<file path="src/rtl/scl_tick_pkg.sv">
package scl_tick_pkg;
  localparam int SAMP_W    = 3;
  localparam int STEP_W    = 6;
  localparam int HS_STEP_W = 3;
  localparam int SPAN_W    = SAMP_W + STEP_W + 1;

  typedef struct packed {
    logic [SAMP_W-1:0] samp_m1;
    logic [STEP_W-1:0] step_m1;
    logic              hs;
  } phase_cfg_t;
endpackage

</file>
<file path="src/rtl/scl_cfg_decode.sv">
module scl_cfg_decode
  import scl_tick_pkg::*;
#(
  parameter int REG_W = 16
) (
  input  logic [REG_W-1:0] norm_reg,
  input  logic [REG_W-1:0] hs_reg,
  output phase_cfg_t       cfg
);
  localparam int N_STEP_LO  = 0;
  localparam int N_SAMP_LO  = 8;
  localparam int H_STEP_LO  = 8;
  localparam int H_SAMP_LO  = 12;
  localparam int STEP_PAD   = STEP_W - HS_STEP_W;

  logic hs_sel;
  logic unused_bits;

  assign hs_sel = (hs_reg[1:0] == 2'b11);
  assign unused_bits = ^{norm_reg, hs_reg};

  always_comb begin
    cfg.hs = hs_sel;
    if (hs_sel) begin
      cfg.samp_m1 = hs_reg[H_SAMP_LO +: SAMP_W];
      cfg.step_m1 = {{STEP_PAD{1'b0}}, hs_reg[H_STEP_LO +: HS_STEP_W]};
    end else begin
      cfg.samp_m1 = norm_reg[N_SAMP_LO +: SAMP_W];
      cfg.step_m1 = norm_reg[N_STEP_LO +: STEP_W];
    end
  end
endmodule

</file>
<file path="src/rtl/scl_prescale.sv">
module scl_prescale #(
  parameter int DIV = 2
) (
  input  logic clk,
  input  logic rst_n,
  input  logic run,
  output logic tick
);
  localparam int CW = (DIV > 1) ? $clog2(DIV) : 1;
  localparam logic [CW-1:0] LAST = CW'(DIV - 1);

  logic [CW-1:0] cnt;

  always_ff @(posedge clk or negedge rst_n) begin
    if (!rst_n)           cnt <= '0;
    else if (!run)        cnt <= '0;
    else if (cnt == LAST) cnt <= '0;
    else                  cnt <= cnt + 1'b1;
  end

  assign tick = run && (cnt == LAST);
endmodule

</file>
<file path="src/rtl/scl_phase_ctr.sv">
module scl_phase_ctr
  import scl_tick_pkg::*;
(
  input  logic       clk,
  input  logic       rst_n,
  input  logic       enable,
  input  logic       tick,
  input  phase_cfg_t cfg_in,
  output logic       run,
  output logic       level,
  output logic       hi_stb,
  output logic       lo_stb,
  output logic       smp_stb,
  output logic       hs_act
);
  phase_cfg_t          cfg_q;
  logic [SAMP_W-1:0]   s_cnt;
  logic [STEP_W-1:0]   t_cnt;
  logic [SPAN_W-2:0]   e_cnt;
  logic [SPAN_W-2:0]   mid_q;
  logic [SPAN_W-1:0]   n_in;
  logic                s_last, t_last, bound;

  assign n_in   = (SPAN_W'(cfg_in.samp_m1) + SPAN_W'(1)) *
                  (SPAN_W'(cfg_in.step_m1) + SPAN_W'(1));
  assign s_last = (s_cnt == cfg_q.samp_m1);
  assign t_last = (t_cnt == cfg_q.step_m1);
  assign bound  = tick && s_last && t_last;
  assign hs_act = run && cfg_q.hs;

  always_ff @(posedge clk or negedge rst_n) begin
    if (!rst_n) begin
      run <= 1'b0; level <= 1'b1;
      hi_stb <= 1'b0; lo_stb <= 1'b0; smp_stb <= 1'b0;
      cfg_q <= '0; mid_q <= '0;
      s_cnt <= '0; t_cnt <= '0; e_cnt <= '0;
    end else begin
      hi_stb <= 1'b0; lo_stb <= 1'b0; smp_stb <= 1'b0;
      if (!enable) begin
        run <= 1'b0; level <= 1'b1;
        s_cnt <= '0; t_cnt <= '0; e_cnt <= '0;
      end else if (!run) begin
        run <= 1'b1; level <= 1'b0; lo_stb <= 1'b1;
        cfg_q <= cfg_in; mid_q <= n_in[SPAN_W-1:1];
        s_cnt <= '0; t_cnt <= '0; e_cnt <= '0;
      end else if (tick) begin
        if (level && (e_cnt == mid_q)) smp_stb <= 1'b1;
        if (bound) begin
          level  <= !level;
          hi_stb <= !level;
          lo_stb <= level;
          cfg_q  <= cfg_in; mid_q <= n_in[SPAN_W-1:1];
          s_cnt <= '0; t_cnt <= '0; e_cnt <= '0;
        end else begin
          e_cnt <= e_cnt + 1'b1;
          if (s_last) begin
            s_cnt <= '0;
            t_cnt <= t_cnt + 1'b1;
          end else begin
            s_cnt <= s_cnt + 1'b1;
          end
        end
      end
    end
  end

  AST_EDGE_EXCL: assert property (@(posedge clk) disable iff (!rst_n)
    $onehot0({hi_stb, lo_stb}));
  AST_HI_LEVEL: assert property (@(posedge clk) disable iff (!rst_n)
    hi_stb |-> level);
  AST_LO_LEVEL: assert property (@(posedge clk) disable iff (!rst_n)
    lo_stb |-> !level);
  AST_SAMPLE_HIGH: assert property (@(posedge clk) disable iff (!rst_n)
    smp_stb |-> $past(level));
  AST_NO_OVERFLOW: assert property (@(posedge clk) disable iff (!rst_n)
    run |-> (s_cnt <= cfg_q.samp_m1) && (t_cnt <= cfg_q.step_m1));
  AST_CFG_HOLD: assert property (@(posedge clk) disable iff (!rst_n)
    (run && $past(run) && !hi_stb && !lo_stb) |-> $stable(cfg_q));
endmodule

</file>
<file path="src/rtl/scl_tick_gen.sv">
module scl_tick_gen
  import scl_tick_pkg::*;
#(
  parameter int DIV_RATIO = 2,
  parameter int REG_W     = 16
) (
  input  logic             clk,
  input  logic             rst_n,
  input  logic             enable,
  input  logic [REG_W-1:0] norm_timing,
  input  logic [REG_W-1:0] hs_timing,
  output logic             scl_level,
  output logic             scl_high_stb,
  output logic             scl_low_stb,
  output logic             sample_stb,
  output logic             hs_active
);
  phase_cfg_t cfg_w;
  logic       run_w, tick_w;

  scl_cfg_decode #(.REG_W(REG_W)) u_decode (
    .norm_reg (norm_timing),
    .hs_reg   (hs_timing),
    .cfg      (cfg_w)
  );

  scl_prescale #(.DIV(DIV_RATIO)) u_pre (
    .clk   (clk),
    .rst_n (rst_n),
    .run   (run_w),
    .tick  (tick_w)
  );

  scl_phase_ctr u_phase (
    .clk     (clk),
    .rst_n   (rst_n),
    .enable  (enable),
    .tick    (tick_w),
    .cfg_in  (cfg_w),
    .run     (run_w),
    .level   (scl_level),
    .hi_stb  (scl_high_stb),
    .lo_stb  (scl_low_stb),
    .smp_stb (sample_stb),
    .hs_act  (hs_active)
  );

  AST_IDLE_QUIET: assert property (@(posedge clk) disable iff (!rst_n)
    !$past(enable) |-> !(scl_high_stb || scl_low_stb || sample_stb));
  AST_IDLE_LEVEL: assert property (@(posedge clk) disable iff (!rst_n)
    !$past(enable) |-> (scl_level && !hs_active));
endmodule

</file>
<file path="config.mk">
export PLATFORM = sky130hd
export DESIGN_NAME = scl_tick_gen
export DESIGN_NICKNAME = d
export VERILOG_FILES = /design/src/rtl/scl_tick_pkg.sv /design/src/rtl/scl_cfg_decode.sv /design/src/rtl/scl_prescale.sv /design/src/rtl/scl_phase_ctr.sv /design/src/rtl/scl_tick_gen.sv
export SDC_FILE = /design/constraint.sdc
export NUM_CORES = 1
export LEC_CHECK = 0
export ABC_CLOCK_PERIOD_IN_PS = 5630
export BUFFER_PORTS_ARGS = -buffer_cell sky130_fd_sc_hd__buf_2
export CELL_PAD_IN_SITES_DETAIL_PLACEMENT = 1
export CELL_PAD_IN_SITES_GLOBAL_PLACEMENT = 1
export CORE_MARGIN = 5
export CORE_UTILIZATION = 48
export DETAILED_ROUTE_END_ITERATION = 10
export MAX_ROUTING_LAYER = met4
export PLACE_DENSITY = 0.95
export SETUP_SLACK_MARGIN = 0.15
export SLEW_MARGIN = 20
export SYNTH_ARGS = -nofsm -noshare
export SYNTH_HDL_FRONTEND = slang
export SYNTH_SLANG_ARGS = --single-unit
</file>
<file path="constraint.sdc">
create_clock -name clk -period 5.63 [get_ports clk]
set_clock_uncertainty 0.15 [all_clocks]
set_input_delay 1.689 -clock clk [delete_from_list [all_inputs] [get_ports clk]]
set_output_delay 1.689 -clock clk [all_outputs]
set_load 0.02 [all_outputs]
</file>
==> summary.md <==
| Metric | Value |
|---|---|
| Hold slack | `0.3839 ns` |
| Period utilization | `0.9561` |
| Final #Nets | `422` |
| Mapped Nets | `382` |
| Setup-failing EPs final | `0` |
| Input/output buffers | `24` |
| Fin. max-slew vios | `0` |
| CP Depth | `19` |
| Die area | `7791 um^2` |
| Die height | `88.27 um` |
| PwrDens | `263.6 nW/um^2` |
| TritonCTS Sinks | `43` |
| Req. time, crit path | `5.69 ns` |
| Clock-pin slew on the worst setup and hold paths | `0.07 ns` |
| Antenna viol nets, final | `0` |
| Min-delay src | `u_phase.mid_q[2]` |
| Number of cells on the worst reg-to-reg path | `6` |
| Final wirelength | `8.110 mm` |
| Yosys top cell by area | `dfrtp_1` |
| CTS Buf Count | `5` |
| HPWL after DPL | `6.059 mm` |
| DR pass1 iterations | `5` |
| Crit-path max FO | `6` |
| Crit-path slowest cell | `fa_1` |
| First-pass GRT wire length | `13.07 mm` |
| Initial antenna violation count | `0` |
| Most used cell, CP | `nand2_1` |
| Die Width | `88.27 um` |
| DR iter-0 viols | `74` |
| Post-synthesis cell area | `2940 um^2` |
| Reg2Reg Setup Slack | `2.96 ns` |
| DRC | `0` |
| WP data arrival | `5.44 ns` |
| Initial core utilization | `0.4937` |
| Critical Setup Path Class | `input pin to register` |
| Yosys warnings | `0` |
| Max-slew headroom | `0.3077` |
| Reg2reg end | `u_phase.cfg_q[2]` |
| CP Capture Type | `register` |
| Number of synthesized register bits | `43` |
| Layout cells sized above 1 | `0.1939` |
| Clk_lat worst skew | `0.30 ns` |
| Final Hold Fails | `0` |
| Least-Margin Pin Slew | `1.038 ns` |
| Synth top area cells | `dfrtp_1 (36%), ha_1 (7.2%), xnor2_1 (6.9%)` |
| Post-Syn Instances | `320` |
| Vias in the first global route | `2685` |
| Cell variety after synth | `38` |
| HP Class | `register to register` |
| Max IR drop VDD | `0.1523 mV` |
| Worst setup path startpoint | `hs_timing[0]` |
| Unrepaired setup endpoints after global routing | `no` |
| Tmin final | `5.383 ns` |
| Critical Path Start Type | `input pin` |
| EDFF count, synth | `0` |
| Critical Path End | `u_phase.mid_q[7]` |
| Share of the synthesized area in the top cell type | `0.3574` |
| Worst hold stages | `2` |
| Largest net degree at the start of global routing | `44` |
| Ant. Diodes | `0` |
| Root Buffer | `clkbuf_8` |
| Max-Cap Viols | `0` |
| Core area | `5956 um^2` |
| Routed vias | `2482` |
| Fraction of registers with async set or reset after synthesis | `1.000` |
| Total power draw | `0.0008974 W` |
| Num rows | `28` |
| CTS tree | `yes` |
| F_max | `185.8 MHz` |
| Via density | `5.693` |
| CP Buf/Inv Count | `4` |
| Htree depth | `2` |
| Tot GR Track Use | `0.2261` |
| LEAKAGE | `1.619 nW` |
| R2R Path Start | `u_phase.s_cnt[0]` |
| Critical path's top delay family | `adder cells` |
| Crit-path cells | `buf_2 -> nand2_1 -> buf_4 -> nand2_1 -> nand2_1 -> ha_1 -> xor2_2 -> nor2_1 -> fa_1 -> inv_1 -> fa_1 -> inv_1 -> ha_1 -> nor2b_1 -> o21ai_0 -> a21boi_1 -> o21a_1 -> o21a_1 -> o31ai_2` |
| Synth Area per Inst | `9.189 um^2` |
| Clock tree buffer depth | `2` |
| Slowest stage delay, CP | `0.54 ns` |
| Top FF cell, synth | `dfrtp_1` |
| GRT overflow | `0` |
| I/O pin cnt | `40` |
| DR WL/cell | `18.60 um` |
| Hold-fix buffers, CTS | `0` |
| Sequential share of the synthesized area | `0.3664` |
| Run status | `completed` |
| Synthesis-to-layout area growth | `15.79%` |
| Routability Congestion | `0.8602` |
sequential cells by signal (all words and copies together) (netlist names):
signal           cells
u_phase.smp_stb      1
u_phase.mid_q        9
u_phase.cfg_q       10
u_phase.hi_stb       1
u_phase.run          1
u_phase.level        1
u_phase.s_cnt        3
u_pre.cnt            1
u_phase.lo_stb       1
u_phase.e_cnt        9
u_phase.t_cnt        6
cell families (layout without fill, tap and decap cells):
kind of cell | count (synthesis) | after routing | synth area share
DFF | 43 | 43 | 0.3664
AOI/OAI and AO/OA | 42 | 42 | 0.08596
xor gates and xnor gates | 42 | 42 | 0.1298
muxes | 9 | 9 | 0.03234
and+or+nand+nor | 128 | 128 | 0.2013
adders and majority gates | 27 | 27 | 0.1404
buffers and inverters | 29 | 70 | 0.04383
worst min path at each step:
stage	slack [ns]	endpoint
2_1_floorplan	0.29	u_phase.cfg_q[0]
3_3_place_gp	0.34	u_phase.cfg_q[4]
3_5_place_dp	0.36	u_phase.mid_q[2]
4_1_cts	0.38	u_phase.cfg_q[4]
5_1_grt	0.41	u_phase.cfg_q[7]
6_report	0.38	u_phase.mid_q[2]
per-stage QoR:
stage	setup TNS (ns)	area, um^2	std cells	setup WS, ns	util
floorplan	0	2952	320	0.1933	-
global placement	0	3221	424	0.01925	0.5408
detailed placement	-0.2961	3221	424	-0.1357	0.5408
CTS	0	3321	432	0.1584	0.5576
global route	0	3405	436	0.02593	0.5716
finish	0	3405	436	0.2473	0.5716
per-layer routing:
metal / vias to the layer above / routed length (um) / track usage
met5: - / 0 / -
li1: 1138 / - / -
met1: 1262 / 3346 / 0.2556
met3: 22 / 276 / 0.02793
met2: 60 / 4208 / 0.4079
met4: 0 / 278 / 0.08242
layout make-up:
class,count,area [um^2]
Fill cell,712,2551
Multi-Input combinational cell,248,1779
Sequential cell,43,1077
Timing Repair Buffer,43,282.8
Clock buffer,8,100.1
Tap cell,75,93.84
Inverter,19,71.32
cell usage after synthesis (2+ instances only):
library cell	n
nand2_1	44
dfrtp_1	42
nor2_1	39
o21ai_0	23
xnor2_1	23
inv_1	19
xor2_1	18
ha_1	17
nand4_1	12
fa_1	10
nand3_1	9
a21oi_1	7
and2_1	5
mux2i_1	5
buf_2	4
mux2_2	4
nor3_1	4
clkbuf_1	3
nand2b_1	3
nand3b_1	3
nor2b_1	3
o21a_1	3
a21o_1	2
and3_1	2
buf_6	2
o31ai_2	2
tightest hold or removal path, stage by stage (launching register included):
cell	delay, ns
dfrtp_1	0.37
nand2_1	0.05
o21ai_0	0.07
placed cells by master, fill, tap and decap left out, types with 2 or more instances in the layout:
| master | synthesis | routed |
|---|---|---|
| mux2i_1 | 5 | 3 |
| nand2_1 | 44 | 44 |
| nor2_1 | 39 | 39 |
| dfrtp_1 | 42 | 42 |
| inv_1 | 19 | 18 |
| nor2b_1 | 3 | 3 |
| buf_4 | 0 | 18 |
| fa_1 | 10 | 9 |
| ha_1 | 17 | 17 |
| xor2_2 | 0 | 2 |
| nand4_1 | 12 | 12 |
| mux2i_2 | 0 | 2 |
| clkbuf_8 | 0 | 7 |
| o31ai_2 | 2 | 2 |
| and3_1 | 2 | 2 |
| nand3_1 | 9 | 9 |
| xnor2_1 | 23 | 23 |
| buf_2 | 4 | 24 |
| and2_1 | 5 | 4 |
| a21o_1 | 2 | 2 |
| mux2_2 | 4 | 4 |
| xor2_1 | 18 | 16 |
| nor3_1 | 4 | 4 |
| a21oi_1 | 7 | 5 |
| o21a_1 | 3 | 3 |
| nand2b_1 | 3 | 2 |
| nand3b_1 | 3 | 3 |
| o21ai_0 | 23 | 22 |
| a21oi_2 | 0 | 2 |
power breakdown:
group	internal (W)	leakage (nW)	switching (W)
registers	0.000347	0.565	0.0000350
logic	0.000132	1.00	0.000165
clock network	0.000112	0.0515	0.000107
repair_timing:
item                                    CTS  global route
resized for setup                         0            10
endpoints found under the setup margin    0             5
setup buffers                             0             3
Power figures use the tool's default switching activity.
